--- src/rtl/evt_pkg.sv ---
package evt_pkg;
    localparam int NUM_SRC = 3;
    localparam int ADDR_W  = 4;
    localparam int DATA_W  = 32;

    // Word addresses; source index i maps to EVT_BASE + i
    localparam logic [ADDR_W-1:0] EVT_BASE = 4'h0;
    localparam logic [ADDR_W-1:0] EN_DIR   = 4'h4;
    localparam logic [ADDR_W-1:0] EN_SET   = 4'h5;
    localparam logic [ADDR_W-1:0] EN_CLR   = 4'h6;

    typedef enum logic {
        LVL_LOW  = 1'b0,
        LVL_HIGH = 1'b1
    } lvl_state_e;
endpackage

--- src/rtl/evt_channel.sv ---
module evt_channel
    import evt_pkg::*;
(
    input  logic clk,
    input  logic rst_n,
    input  logic src_lvl_i,
    input  logic wr_i,
    input  logic wbit_i,
    output logic flag_o
);
    lvl_state_e state_q, state_d;
    logic       rise;
    logic       flag_q, flag_d;

    // State register
    always_ff @(posedge clk or negedge rst_n) begin
        if (!rst_n) state_q <= LVL_LOW;
        else        state_q <= state_d;
    end

    // Next state and edge output
    always_comb begin
        state_d = state_q;
        rise    = 1'b0;
        unique case (state_q)
            LVL_LOW: begin
                if (src_lvl_i) begin
                    state_d = LVL_HIGH;   // RISE
                    rise    = 1'b1;
                end
            end
            LVL_HIGH: begin
                if (!src_lvl_i) state_d = LVL_LOW;   // FALL
            end
            default: state_d = LVL_LOW;
        endcase
    end

    // Event flag: a write stores bit 0, re-armed while the line stays high
    always_comb begin
        if (wr_i) flag_d = wbit_i | src_lvl_i;
        else      flag_d = flag_q | rise;
    end

    always_ff @(posedge clk or negedge rst_n) begin
        if (!rst_n) flag_q <= 1'b0;
        else        flag_q <= flag_d;
    end

    assign flag_o = flag_q;

    a_r2_rise_sets: assert property (@(posedge clk) disable iff (!rst_n)
        (src_lvl_i && state_q == LVL_LOW && !wr_i) |=> flag_q);
    a_r3_fall_keeps: assert property (@(posedge clk) disable iff (!rst_n)
        (!src_lvl_i && state_q == LVL_HIGH && !wr_i) |=> $stable(flag_q));
    a_r5_rearm: assert property (@(posedge clk) disable iff (!rst_n)
        (wr_i && src_lvl_i) |=> flag_q);
    a_r6_edge_beats_clear: assert property (@(posedge clk) disable iff (!rst_n)
        (wr_i && !wbit_i && src_lvl_i && state_q == LVL_LOW) |=> (flag_q && state_q == LVL_HIGH));
endmodule

--- src/rtl/irq_mask.sv ---
module irq_mask
    import evt_pkg::*;
(
    input  logic               clk,
    input  logic               rst_n,
    input  logic               wr_dir_i,
    input  logic               wr_set_i,
    input  logic               wr_clr_i,
    input  logic [NUM_SRC-1:0] wbits_i,
    input  logic [NUM_SRC-1:0] flags_i,
    output logic [NUM_SRC-1:0] en_o,
    output logic               irq_o
);
    logic [NUM_SRC-1:0] en_q, en_d;
    logic               irq_q;

    always_comb begin
        en_d = en_q;
        if (wr_dir_i)      en_d = wbits_i;
        else if (wr_set_i) en_d = en_q | wbits_i;
        else if (wr_clr_i) en_d = en_q & ~wbits_i;
    end

    always_ff @(posedge clk or negedge rst_n) begin
        if (!rst_n) begin
            en_q  <= '0;
            irq_q <= 1'b0;
        end else begin
            en_q  <= en_d;
            irq_q <= |(flags_i & en_q);
        end
    end

    assign en_o  = en_q;
    assign irq_o = irq_q;

    a_r9_set_or: assert property (@(posedge clk) disable iff (!rst_n)
        (wr_set_i && !wr_dir_i) |=> (en_q == ($past(en_q) | $past(wbits_i))));
    a_r10_clr_andn: assert property (@(posedge clk) disable iff (!rst_n)
        (wr_clr_i && !wr_dir_i && !wr_set_i) |=> ((en_q & $past(wbits_i)) == '0));
    a_r7_irq_quiet: assert property (@(posedge clk) disable iff (!rst_n)
        ((flags_i & en_q) == '0) |=> !irq_q);
    a_r7_irq_raise: assert property (@(posedge clk) disable iff (!rst_n)
        ((flags_i & en_q) != '0) |=> irq_q);
endmodule

--- src/rtl/evt_irq_wrap.sv ---
module evt_irq_wrap
    import evt_pkg::*;
(
    input  logic              clk,
    input  logic              rst_n,
    input  logic [2:0]        src_lvl_i,
    input  logic              wr_en_i,
    input  logic [3:0]        addr_i,
    input  logic [31:0]       wdata_i,
    output logic [31:0]       rdata_o,
    output logic              irq_o
);
    logic [NUM_SRC-1:0] flags;
    logic [NUM_SRC-1:0] evt_wr;
    logic [NUM_SRC-1:0] en;

    for (genvar g = 0; g < NUM_SRC; g++) begin : g_src
        assign evt_wr[g] = wr_en_i && (addr_i == EVT_BASE + ADDR_W'(g));
        evt_channel u_chan (
            .clk       (clk),
            .rst_n     (rst_n),
            .src_lvl_i (src_lvl_i[g]),
            .wr_i      (evt_wr[g]),
            .wbit_i    (wdata_i[0]),
            .flag_o    (flags[g])
        );
    end

    irq_mask u_mask (
        .clk      (clk),
        .rst_n    (rst_n),
        .wr_dir_i (wr_en_i && addr_i == EN_DIR),
        .wr_set_i (wr_en_i && addr_i == EN_SET),
        .wr_clr_i (wr_en_i && addr_i == EN_CLR),
        .wbits_i  (wdata_i[NUM_SRC-1:0]),
        .flags_i  (flags),
        .en_o     (en),
        .irq_o    (irq_o)
    );

    always_comb begin
        rdata_o = '0;
        for (int i = 0; i < NUM_SRC; i++) begin
            if (addr_i == EVT_BASE + ADDR_W'(i)) rdata_o[0] = flags[i];
        end
        if (addr_i == EN_DIR || addr_i == EN_SET || addr_i == EN_CLR)
            rdata_o[NUM_SRC-1:0] = en;
    end

    a_r8_direct_load: assert property (@(posedge clk) disable iff (!rst_n)
        (wr_en_i && addr_i == EN_DIR) |=> (en == $past(wdata_i[NUM_SRC-1:0])));
endmodule

--- config.mk ---
export PLATFORM = sky130hd
export DESIGN_NAME = evt_irq_wrap
export DESIGN_NICKNAME = d
export VERILOG_FILES = /design/src/rtl/evt_pkg.sv /design/src/rtl/evt_channel.sv /design/src/rtl/irq_mask.sv /design/src/rtl/evt_irq_wrap.sv
export SDC_FILE = /design/constraint.sdc
export NUM_CORES = 1
export LEC_CHECK = 0
export ABC_AREA = 0
export BUFFER_PORTS_ARGS = -buffer_cell sky130_fd_sc_hd__buf_2
export CAP_MARGIN = 25
export CORE_MARGIN = 2
export CORE_UTILIZATION = 34
export DETAILED_ROUTE_END_ITERATION = 8
export GPL_TIMING_DRIVEN = 0
export PLACE_DENSITY = 0.88
export SYNTH_ARGS = -nofsm -noshare
export SYNTH_HDL_FRONTEND = slang
export SYNTH_SLANG_ARGS = --single-unit
--- constraint.sdc ---
create_clock -name clk -period 1.2 [get_ports clk]
set_input_delay 0.06 -clock clk [delete_from_list [all_inputs] [get_ports clk]]
set_output_delay 0.06 -clock clk [all_outputs]
set_load 0.05 [all_outputs]
## After elaboration in Yosys (flattened, before gate mapping)

Cells that the tools add are included.
W data, S select, Z words.

| word-level totals | value |
|---|---|
| flip-flop bits (word level) | 10 |
| input bits | 42 |

| operators by class | value |
|---|---|
| bitwise operators | 10 |
| muxes and demuxes | 16 |
| equality and inequality tests | 5 |
| reductions and logical operators | 11 |

Operator list:

| cell | count |
|---|---|
| $eq A4 B3 Y1 const B | 3 |
| $mux W1 | 12 |
| $mux W3 | 4 |
| $and A3 B3 Y3 | 2 |
| $logic_and A1 B1 Y1 | 6 |
| $or A1 B1 Y1 | 6 |
| $eq A4 B1 Y1 const B | 1 |
| $eq A4 B2 Y1 const B | 1 |
| $logic_not A4 Y1 | 1 |
| $not A3 Y3 | 1 |
| $or A3 B3 Y3 | 1 |
| $reduce_bool A3 Y1 | 1 |
| $reduce_or A3 Y1 | 1 |
| $logic_or A1 B1 Y1 | 2 |

## Logic depth before layout (Yosys ltp)

Gate-level depths: netlist (run 1).

| logic depth | value |
|---|---|
| depth in word-level cells | 5 |
| depth in mapped cells | 3 |
| mapped depth without buffers | 3 |

## Cells and area by module

From an unflattened synthesis (run 1), not the netlist that was laid out.

| unflattened totals | value |
|---|---|
| cell total of the unflattened synthesis | 79 |
| area, all modules | 740.7 um2 |

By module, submodules not included:

| module | seq. area each (um2) | area an instance (um2) | instances | cells each |
|---|---|---|---|---|
| evt_irq_wrap | 0.0 | 347.8 | 1 | 50 |
| evt_channel | 50.0 | 75.1 | 3 | 5 |
| irq_mask | 100.1 | 167.7 | 1 | 14 |

## Least setup slack after synthesis (run 1)

No wires, ideal clock.

| timing path | value |
|---|---|
| kind | reg-to-output |
| from | reg with a tool-made name |
| to | out rdata_o[0] |
| arrival | 1355 ps |
| path slack | -215 ps |
| cell stages (with the launch flop) | 4 |
| buffers on the path | 0 |
| cells stage by stage | dfrtp_1 -> and3b_1 -> o21bai_1 -> a21oi_1 |

RTL lines:

| item | line | RTL |
|---|---|---|
| to (decl) | evt_irq_wrap.sv:10 | `output logic [31:0] rdata_o,` |

## Worst setup path after layout (run 1)

| timing path | value |
|---|---|
| from | reg g_src[0].u_chan.flag_q |
| to | out rdata_o[0] |

| on the way | value |
|---|---|
| word-level cells in the longest chain between the ends | 4 |

RTL lines:

| item | line | RTL |
|---|---|---|
| from (decl) | evt_channel.sv:13 | `logic flag_q, flag_d;` |
| from (signal assigned) | evt_channel.sv:47 | `else flag_q <= flag_d;` |
| $mux W1 (3 in series) | evt_irq_wrap.sv:44 | `if (addr_i == EVT_BASE + ADDR_W'(i)) rdata_o[0] = flags[i];` |
| $mux W3 | evt_irq_wrap.sv:46 | `if (addr_i == EN_DIR \|\| addr_i == EN_SET \|\| addr_i == EN_CLR)` |

Every way passes these cells.

==> flow_metrics.py, run 1 <==
metrics = {
    "critical_path": {
        "worst-setup-path-type": "flop to primary output",
        "r2r_cells": 4,
        "reg2reg_to": "u_mask.irq_o",
        "crit_path_end_kind": "primary output",
        "cp.arrival_ns": 1.34,
        "crit_end": "rdata_o[0]",
        "crit_path_start_kind": "flop",
        "crit_required_ns": 1.14,
        "cp-startpoint": "g_src[0].u_chan.flag_o",
        "crit_path_max_fanout": 2,
        "rr_startpoint": "g_src[0].u_chan.flag_o",
        "worst-r2r-setup-slack_ns": 0.13,
    },
    "final_layout": {
        "syn_to_final_growth_pct": 45.0,
        "final_cells": 158,
        "insertedDiodeCount": 0,
        "nFillCells": 195,
        "final_area_sq_um": 1030,
        "drive_gt1_share_pct": 40.5,
        "post-route-util_pct": 52.6,
        "nNetsFinal": 174,
    },
    "timing": {
        "drv_slew": 0,
        "post-route-period-util_pct": 116,
        "setup_tns_ns": -0.197,
        "finClkSkew_ns": 0.00354,
        "setup_viol": 1,
        "fin_ws_ns": -0.197,
        "rsz0062_at_grt": "true",
        "fmax_mhz": 716,
        "final_hold_viol_count": 0,
        "post-route-min-period_ns": 1.40,
        "timing.hold.ws_ns": 0.0285,
    },
    "placement": {
        "dpl.cell_count": 148,
        "placed_area_sq_um": 935,
        "dp_slack_ns": 0.0439,
        "port_buffers": 16,
        "dp_hpwl_mm": 1.14,
        "gp_congestion": 0.838,
    },
    "clock_network": {
        "cts_buffers": 3,
        "cts_tree": "built",
        "clockBufferDepth": 2,
        "clk_pin_slew_ns": 0.07,
        "cts-root-buf": "clkbuf_4",
        "htreeDepth": 1,
        "cts_sinks": 10,
        "clock_latency_ns": 0.27,
    },
    "routing": {
        "drtAntennaViolNets": 0,
        "via_per_inst": 3.94,
        "drt_iter0_drc": 24,
        "drt-wirelength-per-cell_microns": 8.88,
        "drc": 0,
        "drt_wl_total_mm": 1.40,
        "dr.pass1.iters": 4,
        "num_vias": 623,
    },
    "die": {
        "core_sq_um": 1960,
        "io-pin-count": 75,
        "start_util_pct": 36.3,
        "die_x_microns": 49.8,
        "rows": 16,
        "die_h_microns": 49.8,
        "dieArea_sq_um": 2480,
    },
    "synthesis": {
        "ys_ff_latch": 10,
        "synthesis.area_sq_um": 712,
        "ys_seq_area_share_pct": 35.1,
        "syn_area_per_cell_sq_um": 9.25,
        "ys_types": 23,
        "synth_warnings": 0,
        "synthCells": 77,
    },
    "global_route": {
        "grt_pass1_vias": 524,
        "grt_overflow": 0,
        "grt_pass1_wl_mm": 2.06,
        "antenna_found_initial": 0,
        "grt_max_degree": 11,
        "grt_usage_pct": 11.3,
    },
    "hold_path": {
        "hp-class": "primary input to flop",
    },
    "power": {
        "power_density_nw_per_um2": 1140,
        "power.leakage_nw": 0.598,
        "power.total_mw": 1.18,
        "peakVddDrop_mv": 0.488,
    },
    "run_status": {
        "status": "finished, violations left",
        "failed_checks": "negative setup slack",
    },
    "flow_run": {
        "drv_cap": 0,
    },
}
cells in the final DEF, fill, tap and decap left out:
cell type	count
a21oi_1	3
a21oi_2	1
a222oi_1	1
a22o_1	3
a31oi_1	1
and3_1	3
and3b_1	1
and4bb_1	1
and4bb_2	1
buf_2	15
buf_4	31
buf_6	1
clkbuf_4	3
clkbuf_8	1
conb_1	29
dfrtp_1	10
dlygate4sd3_1	4
inv_1	5
mux2i_1	3
nand2_1	1
nand4_1	1
nand4b_1	1
nor2_1	4
nor2b_1	1
o21ai_0	2
o21ai_1	1
o21bai_1	1
or2b_1	1
or3_1	1
worst min path at each step:
stage                     startpoint           end  slack (ns)  cells past startpoint
final                     wdata_i[2]          flop        0.03                      2
after global routing      wdata_i[2]          flop        0.04                      2
after CTS                 wdata_i[2]          flop        0.03                      2
after detailed placement       rst_n     async pin       -0.07                      1
after global placement         rst_n  u_mask.irq_o       -0.08                      1
after floorplan                rst_n     async pin       -0.24                      0
routing by layer:
metal  GRT usage (%)  share of wire [%]  vias up
li1                -                  -      314
met1            9.90                 34      266
met2            20.0                 52       39
met3            3.33                 11        4
met4            11.1                3.0        0
met5               0                  0        -
worst max-delay path: stages (launching register included):
cell	delay (ns)
dfrtp_1	0.39
or3_1	0.30
a31oi_1	0.17
a21oi_2	0.06
buf_6	0.15
cell type report:
class	instances	area, sq um	share of cell area, %
Tap cell	27	33.8	3.27
Timing Repair Buffer	22	141	13.7
Clock buffer	4	36.3	3.52
Buffer	29	218	21.1
Multi-Input combinational cell	61	334	32.4
Inverter	5	18.8	1.82
Sequential cell	10	250	24.2
report_power, final:
part / switching (mW) / total (mW) / internal [mW]
Clock: 0.121 / 0.305 / 0.184
Sequential: 0.0261 / 0.401 / 0.375
Combinational: 0.327 / 0.471 / 0.144
logic make-up (layout without fill, tap and decap cells):
kind of cell,Yosys count,after routing,synth area share (%)
other,1,29,0.527
buffers and inverters,34,60,33.2
DFF,10,10,35.1
and+or+nand+nor,16,16,14.9
AOI/OAI and AO/OA,13,13,12.0
muxes,3,3,4.22
timing repair:
item | in CTS | in global routing
setup endpoints to repair | 1 | 1
hold endpoints to repair | 13 | 0
resized for setup | 2 | 0
pin swaps | 1 | 1
setup buffers | 1 | 1
hold buffers | 4 | 0
cell usage after synthesis (all sizes together):
| master | number | area [sq um] |
|---|---|---|
| and4bb | 2 | 25.0 |
| a22o | 3 | 26.3 |
| a31oi | 1 | 6.26 |
| and3 | 3 | 18.8 |
| nand4 | 1 | 6.26 |
| inv | 5 | 18.8 |
| and3b | 1 | 8.76 |
| or3 | 1 | 6.26 |
| nor2 | 4 | 15.0 |
| a222oi | 1 | 10.0 |
| a21oi | 4 | 20.0 |
| o21ai | 3 | 15.0 |
| conb | 1 | 3.75 |
| nand4b | 1 | 8.76 |
| buf | 29 | 218 |
| o21bai | 1 | 7.51 |
| nand2 | 1 | 3.75 |
| mux2i | 3 | 30.0 |
| dfrtp | 10 | 250 |
| nor2b | 1 | 6.26 |
| or2b | 1 | 7.51 |
Note: power is estimated with default switching activity, not from simulation.
==> run 2, diff against run 1 <==
BUFFER_PORTS_ARGS = default   (was -buffer_cell sky130_fd_sc_hd__buf_2)
CORE_AREA = 2 2 39 41   (was default)
CORE_MARGIN = default   (was 2)
CORE_UTILIZATION = default   (was 34)
DIE_AREA = 0 0 41 43   (was default)
DONT_BUFFER_PORTS = 1   (was default)
PLACE_DENSITY = 0.78   (was 0.88)
==> flow_metrics.py, run 2 (synthesized netlist as in run 1, its figures left out) <==
metrics = {
    "critical_path": {
        "worst-setup-path-type": "flop to primary output",
        "rr_startpoint": "g_src[1].u_chan.flag_o",
        "crit_required_ns": 1.14,
        "crit_end": "rdata_o[0]",
        "crit_path_end_kind": "primary output",
        "r2r_cells": 2,
        "reg2reg_to": "u_mask.irq_o",
        "worst-r2r-setup-slack_ns": 0.26,
        "crit_path_max_fanout": 2,
        "cp.arrival_ns": 1.28,
        "crit_path_start_kind": "flop",
    },
    "hold_path": {
        "hp-class": "primary input to flop",
    },
    "die": {
        "rows": 14,
        "start_util_pct": 51.4,
        "io-pin-count": 75,
        "die_x_microns": 41,
        "die_h_microns": 43,
        "dieArea_sq_um": 1760,
        "core_sq_um": 1380,
    },
    "clock_network": {
        "clk_pin_slew_ns": 0.06,
        "cts_tree": "built",
        "htreeDepth": 1,
        "cts_sinks": 10,
        "cts-root-buf": "clkbuf_4",
        "clockBufferDepth": 2,
        "clock_latency_ns": 0.25,
        "cts_buffers": 3,
    },
    "power": {
        "power.total_mw": 1.07,
        "peakVddDrop_mv": 0.922,
        "power.leakage_nw": 0.546,
        "power_density_nw_per_um2": 1080,
    },
    "global_route": {
        "grt_usage_pct": 17.6,
        "grt_pass1_wl_mm": 2.11,
        "antenna_found_initial": 0,
        "grt_overflow": 0,
        "grt_max_degree": 11,
        "grt_pass1_vias": 514,
    },
    "routing": {
        "dr.pass1.iters": 4,
        "drtAntennaViolNets": 0,
        "drc": 0,
        "drt-wirelength-per-cell_microns": 10.8,
        "num_vias": 598,
        "drt_wl_total_mm": 1.43,
        "drt_iter0_drc": 19,
        "via_per_inst": 4.50,
    },
    "placement": {
        "port_buffers": 0,
        "dp_hpwl_mm": 1.00,
        "gp_congestion": 0.845,
        "dp_slack_ns": -0.000414,
    },
    "final_layout": {
        "nFillCells": 110,
        "multi_input_area_sq_um": 374,
        "final_common_cell": "buf_4",
        "drive_gt1_share_pct": 33.3,
        "seq_area_sq_um": 250,
        "syn_to_final_growth_pct": 39.2,
        "nNetsFinal": 161,
        "insertedDiodeCount": 0,
        "final_cell_mix": "buf_4 (30), conb_1 (29), dfrtp_1 (10), dlygate4sd3_1 (8), inv_1 (5)",
    },
    "timing": {
        "post-route-min-period_ns": 1.34,
        "final_hold_viol_count": 0,
        "rsz0062_at_grt": "true",
        "finClkSkew_ns": 0.00283,
        "fmax_mhz": 749,
        "post-route-period-util_pct": 111,
        "setup_viol": 1,
        "fin_ws_ns": -0.136,
        "drv_slew": 0,
    },
    "flow_run": {
        "drv_cap": 0,
    },
    "run_status": {
        "status": "finished, violations left",
        "failed_checks": "negative setup slack",
    },
}
## run 2: how the worst min path moves through the flow
stage | start | end | slack [ns] | depth (start not counted)
6_report | addr_i[0] | g_src[1].u_chan.flag_o | 0.002 | 2
5_1_grt | src_lvl_i[2] | g_src[2].u_chan.flag_o | 0.02 | 2
4_1_cts | src_lvl_i[0] | g_src[0].u_chan.flag_o | 0.002 | 2
3_5_place_dp | rst_n | u_mask.irq_o | -0.24 | 0
3_3_place_gp | rst_n | u_mask.irq_o | -0.24 | 0
2_1_floorplan | rst_n | async pin | -0.24 | 0
## run 2: worst max-delay path, stage by stage (launching register included)
cell and delay (ns):
dfrtp_1 0.34, and3b_2 0.25, o21bai_4 0.07, a21oi_4 0.36
## run 2: power breakdown
part / leakage, nW / switching (mW) / internal [mW]
Clock: 0.0138 / 0.101 / 0.115
Combinational: 0.423 / 0.287 / 0.140
Sequential: 0.109 / 0.0542 / 0.375
Total: 0.546 / 0.442 / 0.630
## run 2: final cells by class
class | count | share of cell area [%]
plain buffers | 29 | 22.0
clock buffers | 3 | 2.27
inverters | 5 | 1.89
multi-input cells | 61 | 37.8
flip-flops and latches | 10 | 25.3
well taps | 16 | 2.02
repair buffers | 9 | 8.84
## run 2: timing repair
item | 4_1_cts | 5_1_grt
cloned | 0 | 0
buffers inserted | 1 | 0
hold buffers | 8 | 0
setup endpoints to repair | 1 | 1
resized for setup | 2 | 5
pin swaps | 1 | 2
hold endpoints to repair | 19 | 0
## run 2: metal layers
metal / vias to the layer above / track usage, % / share of wire, %
li1: 287 / - / -
met1: 262 / 19.8 / 33
met2: 38 / 27.2 / 50
met3: 11 / 3.14 / 11
met4: 0 / 14.0 / 5.0
met5: - / 0 / 0
## run 2: through the flow
stage,hold slack [ns],cell area [sq um],TNS [ns],util [%],instances
final,0.00226,991,-0.136,71.6,133
after global routing,0.0226,991,-0.183,71.6,133
after CTS,0.00187,965,-0.142,69.7,133
after detailed placement,-0.235,841,-0.000414,60.8,121
after global placement,-0.235,841,0,60.8,121
after floorplan,-0.236,821,0,-,105
==> run 3, diff against run 2 <==
CORE_AREA = default   (was 2 2 39 41)
CORE_MARGIN = 2   (was default)
CORE_UTILIZATION = 35   (was default)
DIE_AREA = default   (was 0 0 41 43)
PLACE_DENSITY = 0.58   (was 0.78)
SLEW_MARGIN = 15   (was default)
==> flow_metrics.py, run 3 (synthesized netlist as in run 1, its figures left out) <==
metrics = {
    "die": {
        "die_h_microns": 49.1,
        "die_x_microns": 49.1,
        "rows": 16,
        "start_util_pct": 36.7,
        "io-pin-count": 75,
        "dieArea_sq_um": 2410,
        "core_sq_um": 1940,
    },
    "global_route": {
        "use_met2_pct": 21.6,
        "grt_pass1_vias": 508,
        "grt_use_met3_pct": 4.60,
        "grt_usage_pct": 12.8,
        "grt_max_degree": 11,
        "busiest_layer": "met2",
        "use_met1_pct": 13.1,
        "antenna_found_initial": 0,
        "grt_pass1_wl_mm": 2.30,
        "grt_overflow": 0,
    },
    "critical_path": {
        "slowest_stage": "dfrtp_1",
        "crit_path_max_fanout": 3,
        "crit_path_end_kind": "primary output",
        "worst-path-buf-inv": 0,
        "worst-setup-path-type": "flop to primary output",
        "cp.arrival_ns": 1.29,
        "crit_required_ns": 1.14,
        "critPathTopFamily": "flip-flops",
        "cpPeakStageDelay_ns": 0.40,
        "crit_chain": "or3_1 > a31oi_2 > a21oi_4",
        "crit_path_start_kind": "flop",
    },
    "final_layout": {
        "insertedDiodeCount": 0,
        "syn_to_final_growth_pct": 41.8,
        "final_area_sq_um": 1010,
        "drive_gt1_share_pct": 34.5,
        "post-route-util_pct": 52.0,
        "final_cell_mix": "buf_4 (30), conb_1 (29), dfrtp_1 (10), dlygate4sd3_1 (9), inv_1 (5)",
        "nNetsFinal": 162,
        "final_common_cell": "buf_4",
        "final_cells": 146,
    },
    "power": {
        "power.leakage_nw": 0.551,
        "power_density_nw_per_um2": 1140,
        "power.total_mw": 1.15,
        "peakVddDrop_mv": 0.562,
    },
    "placement": {
        "placed_area_sq_um": 855,
        "dpl.cell_count": 132,
        "gp_congestion": 0.756,
        "port_buffers": 0,
        "dp_hpwl_mm": 1.15,
        "dp_slack_ns": -0.00820,
    },
    "run_status": {
        "failed_checks": "negative setup slack",
        "status": "finished, violations left",
    },
    "clock_network": {
        "clockBufferDepth": 2,
        "cts-root-buf": "clkbuf_4",
        "cts_buffers": 3,
        "cts_tree": "built",
        "clk_pin_slew_ns": 0.07,
        "clock_latency_ns": 0.26,
        "htreeDepth": 1,
        "cts_sinks": 10,
    },
    "timing": {
        "drv_slew": 0,
        "post-route-min-period_ns": 1.35,
        "setup_viol": 1,
        "post-route-period-util_pct": 112,
        "fmax_mhz": 742,
        "finClkSkew_ns": 0.00261,
        "fin_ws_ns": -0.147,
        "final_hold_viol_count": 0,
        "rsz0062_at_grt": "true",
    },
    "routing": {
        "via_per_inst": 4.12,
        "drt-wirelength-per-cell_microns": 10.1,
        "dr.pass1.iters": 5,
        "drc": 0,
        "drt_wl_total_mm": 1.48,
        "drtAntennaViolNets": 0,
        "drt_iter0_drc": 11,
        "num_vias": 602,
    },
    "hold_path": {
        "hp-class": "primary input to flop",
    },
    "flow_run": {
        "drv_cap": 0,
    },
}
==> run 3: power breakdown <==
group / leakage (nW) / internal, mW / switching, mW
combinational: 0.421 / 0.139 / 0.286
clock: 0.0210 / 0.184 / 0.114
sequential: 0.109 / 0.375 / 0.0565
total: 0.551 / 0.698 / 0.456
==> run 3: layout make-up <==
| cell class | count | area, sq um |
|---|---|---|
| Buffer | 29 | 218 |
| Clock buffer | 4 | 36.3 |
| Fill cell | 195 | 932 |
| Inverter | 5 | 18.8 |
| Multi-Input combinational cell | 61 | 355 |
| Sequential cell | 10 | 250 |
| Tap cell | 27 | 33.8 |
| Timing Repair Buffer | 10 | 97.6 |
==> run 3: repair_timing <==
item	4_1_cts	5_1_grt
hold endpoints to repair	19	0
buffers inserted	1	0
endpoints found under the setup margin	3	1
gates resized for setup	5	1
hold buffers	9	0
gates cloned	0	0
pin swaps	1	1
==> run 3: path summary, 6_finish.rpt <==
check | start | end | slack, ns | cells past startpoint
setup / recovery | g_src[0].u_chan.flag_o | rdata_o[0] | -0.15 | 3
hold / removal | wdata_i[0] | g_src[2].u_chan.flag_o | 0.006 | 2
setup reg to reg | g_src[1].u_chan.flag_o | u_mask.irq_o | 0.22 | 2
hold reg to reg | flop | flop | 0.55 | 1
max in group asynchronous | rst_n | g_src[1].u_chan.state_q | 0.70 | 1
min in group asynchronous | rst_n | g_src[0].u_chan.flag_o | 0.18 | 1
==> run 3: stage by stage <==
step	hold slack (ns)	setup TNS, ns
floorplan	-0.236	0
global placement	-0.235	0
detailed placement	-0.235	-0.00820
CTS	0.000432	-0.153
global route	0.00220	-0.208
finish	0.00587	-0.147
==> run 3: per-layer routing <==
layer,up-vias,routed length (microns)
li1,295,-
met1,272,555
met2,31,768
met3,4,117
met4,0,36
met5,-,0
